[src/rtl/cse_pkg.sv]
package cse_pkg;
  localparam int WORD_W = 32;
  localparam int METH_W = 13;
  localparam int SUB_W  = 3;
  localparam int CNT_W  = 13;
  localparam int MODE_W = 3;

  typedef enum logic [MODE_W-1:0] {
    MODE_INC_A  = 3'd0,
    MODE_INC_B  = 3'd1,
    MODE_SAME_A = 3'd2,
    MODE_SAME_B = 3'd3,
    MODE_IMM    = 3'd4,
    MODE_ONCE   = 3'd5,
    MODE_RSV6   = 3'd6,
    MODE_RSV7   = 3'd7
  } cmd_mode_e;

  typedef struct packed {
    cmd_mode_e         mode;
    logic [CNT_W-1:0]  cnt;
    logic [SUB_W-1:0]  sub;
    logic [METH_W-1:0] method;
  } cmd_hdr_t;

  // Method of argument number idx under a given mode
  function automatic logic [METH_W-1:0] method_for(cmd_mode_e m,
                                                   logic [METH_W-1:0] base,
                                                   logic [CNT_W-1:0] idx);
    logic [METH_W-1:0] step;
    step = '0;
    case (m)
      MODE_INC_A, MODE_INC_B: step = METH_W'(idx);
      MODE_ONCE:              step = (idx != '0) ? METH_W'(1) : '0;
      default:                step = '0;
    endcase
    return base + step;
  endfunction

  function automatic logic hdr_is_bad(cmd_hdr_t h);
    return (h.mode == MODE_RSV6) || (h.mode == MODE_RSV7) ||
           ((h.mode == MODE_ONCE) && (h.cnt == '0));
  endfunction
endpackage

[src/rtl/cse_hdr_decode.sv]
module cse_hdr_decode
  import cse_pkg::*;
(
  input  logic [WORD_W-1:0] word,
  output cmd_hdr_t          hdr,
  output logic              is_bad,
  output logic              is_imm,
  output logic              has_args,
  output logic [WORD_W-1:0] imm_value
);
  always_comb begin
    hdr       = cmd_hdr_t'(word);
    is_bad    = hdr_is_bad(hdr);
    is_imm    = (hdr.mode == MODE_IMM);
    has_args  = !is_bad && !is_imm && (hdr.cnt != '0);
    imm_value = WORD_W'(hdr.cnt);
  end
endmodule

[src/rtl/cse_len_track.sv]
module cse_len_track #(
  parameter int LEN_W = 16
) (
  input  logic             clk,
  input  logic             rst_n,
  input  logic             load_req,
  input  logic [LEN_W-1:0] load_len,
  input  logic             take,
  output logic             busy,
  output logic             last_word,
  output logic             done
);
  logic [LEN_W-1:0] remain_q;
  logic             done_q;
  logic             load_ok;

  assign busy      = (remain_q != '0);
  assign last_word = (remain_q == LEN_W'(1));
  assign load_ok   = load_req && !busy;
  assign done      = done_q;

  always_ff @(posedge clk or negedge rst_n) begin
    if (!rst_n) begin
      remain_q <= '0;
      done_q   <= 1'b0;
    end else begin
      done_q <= 1'b0;
      if (load_ok) begin
        remain_q <= load_len;
        done_q   <= (load_len == '0);
      end else if (take) begin
        remain_q <= remain_q - LEN_W'(1);
        if (last_word) done_q <= 1'b1;
      end
    end
  end
endmodule

[src/rtl/cse_arg_seq.sv]
module cse_arg_seq
  import cse_pkg::*;
(
  input  logic              clk,
  input  logic              rst_n,
  input  logic              take,
  input  logic              last_word,
  input  logic [WORD_W-1:0] word,
  input  cmd_hdr_t          hdr,
  input  logic              is_bad,
  input  logic              is_imm,
  input  logic              has_args,
  input  logic [WORD_W-1:0] imm_value,
  output logic              emit,
  output logic [METH_W-1:0] emit_method,
  output logic [SUB_W-1:0]  emit_sub,
  output logic [WORD_W-1:0] emit_value,
  output logic              discarding,
  output logic              mode_err
);
  logic              in_args_q;
  logic              discard_q;
  logic              err_q;
  cmd_mode_e         mode_q;
  logic [METH_W-1:0] base_q;
  logic [SUB_W-1:0]  sub_q;
  logic [CNT_W-1:0]  left_q;
  logic [CNT_W-1:0]  idx_q;

  assign discarding = discard_q;
  assign mode_err   = err_q;

  always_comb begin
    emit        = 1'b0;
    emit_method = hdr.method;
    emit_sub    = hdr.sub;
    emit_value  = imm_value;
    if (discard_q) begin
      emit = 1'b0;
    end else if (!in_args_q) begin
      emit = is_imm;
    end else begin
      emit        = 1'b1;
      emit_method = method_for(mode_q, base_q, idx_q);
      emit_sub    = sub_q;
      emit_value  = word;
    end
  end

  always_ff @(posedge clk or negedge rst_n) begin
    if (!rst_n) begin
      in_args_q <= 1'b0;
      discard_q <= 1'b0;
      err_q     <= 1'b0;
      mode_q    <= MODE_INC_A;
      base_q    <= '0;
      sub_q     <= '0;
      left_q    <= '0;
      idx_q     <= '0;
    end else if (take) begin
      if (!discard_q && !in_args_q && is_bad) err_q <= 1'b1;
      if (last_word) begin
        in_args_q <= 1'b0;
        discard_q <= 1'b0;
      end else if (discard_q) begin
        discard_q <= 1'b1;
      end else if (!in_args_q) begin
        if (is_bad) begin
          discard_q <= 1'b1;
        end else if (has_args) begin
          in_args_q <= 1'b1;
          mode_q    <= hdr.mode;
          base_q    <= hdr.method;
          sub_q     <= hdr.sub;
          left_q    <= hdr.cnt;
          idx_q     <= '0;
        end
      end else begin
        idx_q  <= idx_q + CNT_W'(1);
        left_q <= left_q - CNT_W'(1);
        if (left_q == CNT_W'(1)) in_args_q <= 1'b0;
      end
    end
  end
endmodule

[src/rtl/cse_out_stage.sv]
module cse_out_stage
  import cse_pkg::*;
(
  input  logic              clk,
  input  logic              rst_n,
  input  logic              load,
  input  logic [METH_W-1:0] ld_method,
  input  logic [SUB_W-1:0]  ld_sub,
  input  logic [WORD_W-1:0] ld_value,
  input  logic              ready,
  output logic              valid,
  output logic [METH_W-1:0] method,
  output logic [SUB_W-1:0]  sub,
  output logic [WORD_W-1:0] value
);
  always_ff @(posedge clk or negedge rst_n) begin
    if (!rst_n) begin
      valid  <= 1'b0;
      method <= '0;
      sub    <= '0;
      value  <= '0;
    end else if (load) begin
      valid  <= 1'b1;
      method <= ld_method;
      sub    <= ld_sub;
      value  <= ld_value;
    end else if (ready) begin
      valid <= 1'b0;
    end
  end
endmodule

[src/rtl/cmd_expander.sv]
module cmd_expander
  import cse_pkg::*;
#(
  parameter int LEN_W = 16
) (
  input  logic                clk,
  input  logic                rst_n,
  input  logic                list_load,
  input  logic [LEN_W-1:0]    list_len,
  input  logic                in_valid,
  input  logic [WORD_W-1:0]   in_word,
  output logic                in_ready,
  output logic                out_valid,
  input  logic                out_ready,
  output logic [METH_W-1:0]   out_method,
  output logic [SUB_W-1:0]    out_sub,
  output logic [WORD_W-1:0]   out_value,
  output logic                busy,
  output logic                list_done,
  output logic                mode_err
);
  cmd_hdr_t          hdr;
  logic              is_bad, is_imm, has_args;
  logic [WORD_W-1:0] imm_value;
  logic              last_word;
  logic              word_take;
  logic              emit, emit_fire, discarding;
  logic [METH_W-1:0] emit_method;
  logic [SUB_W-1:0]  emit_sub;
  logic [WORD_W-1:0] emit_value;

  assign in_ready  = busy && (!out_valid || out_ready);
  assign word_take = in_valid && in_ready;
  assign emit_fire = word_take && emit;

  cse_hdr_decode u_dec (
    .word(in_word), .hdr(hdr), .is_bad(is_bad), .is_imm(is_imm),
    .has_args(has_args), .imm_value(imm_value)
  );

  cse_len_track #(.LEN_W(LEN_W)) u_len (
    .clk(clk), .rst_n(rst_n), .load_req(list_load), .load_len(list_len),
    .take(word_take), .busy(busy), .last_word(last_word), .done(list_done)
  );

  cse_arg_seq u_seq (
    .clk(clk), .rst_n(rst_n), .take(word_take), .last_word(last_word),
    .word(in_word), .hdr(hdr), .is_bad(is_bad), .is_imm(is_imm),
    .has_args(has_args), .imm_value(imm_value), .emit(emit),
    .emit_method(emit_method), .emit_sub(emit_sub), .emit_value(emit_value),
    .discarding(discarding), .mode_err(mode_err)
  );

  cse_out_stage u_out (
    .clk(clk), .rst_n(rst_n), .load(emit_fire), .ld_method(emit_method),
    .ld_sub(emit_sub), .ld_value(emit_value), .ready(out_ready),
    .valid(out_valid), .method(out_method), .sub(out_sub), .value(out_value)
  );
endmodule

[config.mk]
export PLATFORM = sky130hd
export DESIGN_NAME = cmd_expander
export DESIGN_NICKNAME = d
export VERILOG_FILES = /design/src/rtl/cse_pkg.sv /design/src/rtl/cse_hdr_decode.sv /design/src/rtl/cse_len_track.sv /design/src/rtl/cse_arg_seq.sv /design/src/rtl/cse_out_stage.sv /design/src/rtl/cmd_expander.sv
export SDC_FILE = /design/constraint.sdc
export NUM_CORES = 1
export LEC_CHECK = 0
export ABC_AREA = 1
export BUFFER_PORTS_ARGS = -buffer_cell sky130_fd_sc_hd__buf_2
export CAP_MARGIN = 20
export CORE_MARGIN = 1.5
export CORE_UTILIZATION = 62
export CTS_CLUSTER_SIZE = 12
export DETAILED_ROUTE_END_ITERATION = 8
export GPL_ROUTABILITY_DRIVEN = 0
export PLACE_DENSITY = 0.85
export SLEW_MARGIN = 20
export SYNTH_ARGS = -nofsm -noshare
export SYNTH_HDL_FRONTEND = slang
export SYNTH_SLANG_ARGS = --single-unit
[constraint.sdc]
create_clock -name clk -period 5.5 [get_ports clk]
set_input_delay 1.1 -clock clk [delete_from_list [all_inputs] [get_ports clk]]
set_output_delay 1.1 -clock clk [all_outputs]
set_load 0.03 [all_outputs]
==> results of run 1 <==
## stage by stage
step	setup slack, ns	power [µW]
2_1_floorplan	2.88	2280
3_3_place_gp	2.33	2580
3_5_place_dp	2.28	2610
4_1_cts	2.24	3800
5_1_grt	1.89	4060
6_report	2.19	3820
## worst paths after layout
check | slack [ns] | cells after the start | from | endpoint
worst min-delay path | 0.47 | 2 | u_seq.mode_q[0]$_DFFE_PN0P_ | u_seq.mode_q[0]$_DFFE_PN0P_
worst max register to register | 2.19 | 9 | u_seq.in_args_q$_DFFE_PN0P_ | u_out.method[2]$_DFFE_PN0P_
worst min register to register | 0.47 | 2 | u_seq.mode_q[0]$_DFFE_PN0P_ | u_seq.mode_q[0]$_DFFE_PN0P_
max in group asynchronous | 3.63 | 2 | rst_n | u_out.value[31]$_DFFE_PN0P_
worst max-delay path | 2.19 | 9 | u_seq.in_args_q$_DFFE_PN0P_ | u_out.method[2]$_DFFE_PN0P_
min in group asynchronous | 0.84 | 1 | rst_n | u_seq.idx_q[5]$_DFFE_PN0P_
## layout by cell type, fill, tap and decap left out, types with 2 or more instances in the layout
master / count
nand2_1: 414
dfrtp_1: 114
buf_2: 104
nand3_1: 103
nor2_1: 94
inv_1: 86
o21ai_0: 38
ha_1: 18
clkbuf_16: 17
nand4_1: 14
a21oi_1: 11
xor2_1: 11
xnor2_1: 9
nor3_1: 8
o211ai_1: 6
nand3b_1: 6
inv_2: 5
nand2_2: 4
nand2_4: 4
nor4_1: 4
clkinv_4: 4
clkbuf_8: 4
nor2_2: 3
nor2_4: 3
nor3b_1: 3
o21bai_1: 3
bufinv_16: 3
buf_4: 3
nand3_2: 2
a31oi_1: 2
a21o_1: 2
clkinv_2: 2
## where the power goes
part	internal (µW)	total (µW)	switching, µW
sequential	1060	1280	218
clock	762	1170	404
combinational	448	1380	930
total	2270	3820	1550
## metal layers
layer	wire length (µm)	up-vias	GRT usage, %
li1	-	3402	-
met1	8050	3178	43.8
met2	9090	328	55.1
met5	0	-	0
met4	539	0	12.2
met3	1590	52	9.31
## sequential cells by signal, summed over array words and instances, names as in the netlist, 3 cells and up
register,cells
u_len.remain_q,16
u_seq.idx_q,13
u_seq.sub_q,3
u_out.value,32
u_seq.left_q,13
u_out.method,13
u_seq.base_q,13
u_out.sub,3
u_seq.mode_q,3
## tightest hold or removal path: cells and delay by family, from the launching register on
family | cells | cell delay (ns)
flip-flops | 1 | 0.34
AND/OR/NAND/NOR | 2 | 0.10
## synth_stat cells, types with 3 or more instances
cell / count
inv_1: 86
o211ai_1: 6
buf_4: 6
buf_6: 6
clkbuf_1: 7
nor3b_1: 3
nor3_1: 8
dfrtp_1: 114
inv_2: 5
buf_2: 12
nand2_2: 4
nand4_1: 14
nand2_4: 4
a21oi_1: 11
ha_1: 18
o21bai_1: 3
xnor2_1: 9
nor2_1: 95
nor4_1: 4
nand3_1: 103
nand3b_1: 6
o21ai_0: 38
nand2_1: 414
xor2_1: 11
nor2_2: 3
## cell type report
type | instances | area (µm²) | share of cell area [%]
clock inverter | 11 | 151 | 1.84
multi-input combinational | 775 | 3690 | 44.8
sequential | 114 | 2850 | 34.6
clock buffer | 21 | 480 | 5.83
timing repair buffer | 107 | 543 | 6.59
inverter | 92 | 345 | 4.19
tap | 140 | 175 | 2.13
## kinds of logic after synthesis
family                     Yosys count  share of synthesized area (%)
and+or+nand+nor                    668                           40.4
DFF                                114                           40.2
AOI/OAI and AO/OA                   68                           5.54
adders and majority gates           19                           3.46
buffers and inverters              126                           7.86
xor gates and xnor gates            20                           2.47
==> metrics, run 1 <==
Cells after Synth between 1000 and 1500; CP most frequent cell nand2_1; worst path cell trace inv_1, nor2_4, buf_4, inv_1, a21oi_1, o21ai_0, nand2_1, nand2_1, nand2_1; Tightest Hold Check Type reg2reg; status finished, final reports clean; RSZ-0062 raised after global routing no; Post-CTS Setup Bufs 0; Max-Cap Viols 0; # diodes 0; gr usage total between 30% and 40%; crit path max fanout 56; Worst EP required 5.85 ns; EDFF count, synth 0; Slew headroom 36.3%; Top FF cell, synth dfrtp_1; Die Ht approximately 110 µm; DP HPWL 12900 µm; clock skew around 0.0067 ns; port bufs ~110; post-route ant nets 0; number of vias per cell approximately 5.5; vias in the first global route 6556; worst-margin pin slew 0.956 ns; final net count about 1200; CP endpoint kind flip-flop; Hold Buf Count CTS 0; initial antenna violation count 0; synthesized area 0.00709 mm²; Fin Setup TNS 0 ns; WL per Instance roughly 15 µm; CP Launch Type flip-flop; PD cells about 460 mW/mm²; CP arrival 3.67 ns; period utilization between 60% and 70%; Seq/Total Area, Yosys 40.2%; worst path bufs/invs 3; Clk Latency, worst-skew pair 0.42 ns; Final Core Density between 70 and 80%; clock sink count ~110; kind of critical path reg2reg; # rows 38; top cell type's share of synthesized area 40.2%; first-pass GRT wire length ~31000 µm; die area between 0.01 and 0.015 mm²; Yosys warnings 0; total CTS buffers 17; dpl cells around 1200; Final setup viols 0; width of the die about 110 µm; Final Instance Count excl. Fillers approximately 1300; CP peak stage delay between 0.9 and 1 ns; layout cell share with drive strength beyond 1 between 10 and 15%; largest net degree at the start of global routing 76; Iteration-0 DRC Markers between 700 and 800; dpl cell area 0.00760 mm²; dominant cells by area after synthesis dfrtp_1 40%, nand2_1 22%, nand3_1 7.3%; grt ovf 0; Synth Register Bits 114; Slew Limit Fails 0; CP delay by family, top buffers and inverters; Clock transition at path regs 0.06 ns; Synthesized Nets around 1100; Core Area 0.0110 mm²; fillcell total 865; post-layout min period 3.31 ns; critical path's slowest cell dfrtp_1; Yosys cell types 45; DRC 0; Design Area, Final just over 0.008 mm²; Peak VDD IR 0.000316 V; mean post-synth cell area 6.98 µm²; P&R area growth vs syn 16.2%; maximum clock insertion buffer count 2; DRT Wirelength just under 20000 µm; TritonCTS clock tree done; Pleak between 0.004 and 0.005 µW; clock root cell clkbuf_16; # H-tree levels 4; Synth async-reset ratio between 90% and 100%; Fmax between 300 and 400 MHz; cts repair resizes 0; DRT Pass-1 Iters 7; Fin Hold WS 0.471 ns; Yosys top cell by area dfrtp_1; I/O Pins 106; Via Count 6960; Starting Density between 60 and 70%; Fin. Hold Viols 0
Note: power is estimated with default switching activity, not from simulation.
==> run 2: changes to the inputs <==
Settings changed: ABC_AREA 1 to 0, CORE_UTILIZATION 62 to 57, PLACE_DENSITY 0.85 to 0.8.
Clock period 5.5 ns to 3.4 ns, I/O delays scaled along.
==> run 2 against run 1 <==
Net effect: synthesized cell count fell by 32%; non-clock buffer count rose by 10; hold slack got worse by 0.26 ns; sequential power rose by 55%; largest cell class unchanged; worst setup slack got worse by 2.0 ns; first-iteration DRC count fell by 43%; clock-buffer cell count fell by 4.
==> metrics, run 2 <==
Max-Cap Viols 0; DRC 0; status finished, final reports clean; worst-margin pin slew between 0.9 and 1 ns; Pleak about 0.0034 µW; Clk Latency, worst-skew pair about 0.53 ns; CP Launch Type flip-flop; # H-tree levels 4; Synth async-reset ratio 100%; Yosys warnings 0; first-pass GRT wire length 26400 µm; Fin. Hold Viols 0; Hold Buf Count CTS 0; period utilization between 90% and 100%; clock skew approximately 0.01 ns; Tightest Hold Check Type in2async; total CTS buffers 17; Fin Hold WS 0.214 ns; Reg2Reg Setup Slack 0.21 ns; Iteration-0 DRC Markers 405; commonest non-fill, non-tap cell in the layout nand2_1; Cells after Synth about 700; die area ~0.011 mm²; count leader, synth nand2_1; clock sink count roughly 110; commonest non-fill, non-tap cells in the layout 138 x nand2_1, 114 x dfrtp_1, 104 x buf_2; # diodes 0; synth cell count leaders 138 x nand2_1, 114 x dfrtp_1, 55 x nor2_1, 41 x a21oi_1; pre-CTS setup slack between 0.15 and 0.2 ns; maximum clock insertion buffer count 2; Starting Density about 60%; worst r2r src u_seq.idx_q[0]$_DFFE_PN0P_; post-layout min period 3.19 ns; Via Count 5698; # rows 37; I/O Pins about 110; CP endpoint kind flip-flop; mean post-synth cell area just under 9 µm²; dominant cells by area after synthesis dfrtp_1 47%, nand2_1 8.5%, ha_1 3.7%; Slew headroom 37.8%; dpl cells ~900; Seq/Total Area, Yosys 46.7%; Top FF cell, synth dfrtp_1; vias in the first global route 5381; Peak VDD IR ~0.00043 V; Largest Register u_out.value; RSZ-0062 raised after global routing no; layout cell share with drive strength beyond 1 22.8%; Worst Reg-to-Reg Cells 16; Largest regs u_out.value: 32 flops, u_len.remain_q: 16 flops; clock root cell clkbuf_8; Worst EP required approximately 3.8 ns; port bufs approximately 110; largest net degree at the start of global routing just under 60; Fin Setup TNS 0 ns; number of vias per cell between 6 and 7; TritonCTS clock tree done; Final Instance Count excl. Fillers ~940; Slew Limit Fails 0; kind of critical path reg2reg; final net count between 800 and 900; crit path max fanout 5; initial antenna violation count 0; Yosys top cell by area dfrtp_1; post-route ant nets 0; DRT Wirelength approximately 17000 µm; width of the die about 110 µm; Clock transition at path regs roughly 0.06 ns; Reg-to-Reg End u_out.method[10]$_DFFE_PN0P_; Die Ht between 100 and 150 µm; Yosys cell types 55; Fmax 314 MHz; Core Area between 0.01 and 0.015 mm²; gr usage total about 30%; DP HPWL 11500 µm; top cell type's share of synthesized area 46.7%; P&R area growth vs syn 20.2%; PD cells about 760 mW/mm²; WL per Instance between 15 and 20 µm; Synthesized Nets 760; DRT Pass-1 Iters 5; Final WS setup 0.213 ns; Synth Register Bits 114; Tot Pwr 5560 µW; EDFF count, synth 0; grt ovf 0; max reg flops 32; Final setup viols 0; CP arrival 3.59 ns; synthesized area 0.00611 mm²
==> run 2: cell count changes in the layout (fill, tap and decap cells not counted), sizes merged, moves of 12 or more <==
| cell | before | now |
|---|---|---|
| nor3 | 9 | 28 |
| nand2 | 422 | 138 |
| inv | 92 | 14 |
| nor2 | 101 | 56 |
| a31oi | 2 | 19 |
| and2 | 0 | 12 |
| mux2 | 0 | 18 |
| nand3 | 106 | 33 |
| or3 | 0 | 12 |
| a21oi | 11 | 41 |
==> run 2: where the power goes <==
group	internal, µW	switching (µW)	leakage (µW)
sequential	1680	297	0.00133
combinational	670	1180	0.00182
clock	1050	682	0.000271
==> run 2: stage by stage <==
step	cell area [µm²]	util, %
2_1_floorplan	6110	-
3_3_place_gp	6750	65.1
3_5_place_dp	6750	65.1
4_1_cts	7330	70.7
5_1_grt	7340	70.8
6_report	7340	70.8
==> run 2: critical path, cell delays in order (launching register included) <==
cell and delay [ns]:
dfrtp_1 0.43, inv_1 0.09, ha_1 0.20, nor4b_1 0.14, nand3_1 0.11, nand3_1 0.08, a21oi_1 0.15, ha_1 0.22
inv_1 0.07, fa_1 0.39, nand2b_1 0.21, a21oi_2 0.20, o21ai_2 0.10, a21oi_2 0.23, a31oi_1 0.13, mux2i_1 0.20
nand3_1 0.12
==> run 2: cell type report <==
type | count | area, µm²
timing repair buffer | 117 | 631
sequential | 114 | 2850
clock buffer | 17 | 414
multi-input combinational | 525 | 3070
tap | 136 | 170
clock inverter | 15 | 161
inverter | 12 | 45.0
fill | 783 | 3030
==> run 2: worst max path at each step <==
stage,from,depth (start not counted),to
2_1_floorplan,u_seq.idx_q[0]$_DFFE_PN0P_,16,u_out.method[10]$_DFFE_PN0P_
3_3_place_gp,u_seq.idx_q[0]$_DFFE_PN0P_,16,u_out.method[10]$_DFFE_PN0P_
3_5_place_dp,u_seq.idx_q[0]$_DFFE_PN0P_,16,u_out.method[10]$_DFFE_PN0P_
4_1_cts,u_seq.idx_q[0]$_DFFE_PN0P_,16,u_out.method[10]$_DFFE_PN0P_
5_1_grt,u_seq.idx_q[0]$_DFFE_PN0P_,16,u_out.method[12]$_DFFE_PN0P_
6_report,u_seq.idx_q[0]$_DFFE_PN0P_,16,u_out.method[10]$_DFFE_PN0P_
==> run 2: timing repair <==
action / CTS / global route
setup buffers: 0 / 0
resized for setup: 0 / 4
setup endpoints to repair: 0 / 3
==> run 2: cells by family after synthesis <==
family / count (synthesis) / synth area share, %
and+or+nand+nor: 329 / 25.3
AOI/OAI and AO/OA: 140 / 14.1
DFF: 114 / 46.7
buffers and inverters: 49 / 3.67
muxes: 23 / 4.14
adders and majority gates: 19 / 4.02
xor gates and xnor gates: 14 / 2.01
==> run 2: metal layers <==
metal / track usage, % / routed length [µm] / vias up
li1: - / - / 2632
met4: 15.6 / 538 / 0
met3: 6.87 / 1420 / 47
met2: 48.2 / 7870 / 273
met1: 37.9 / 6680 / 2746
met5: 0 / 0 / -
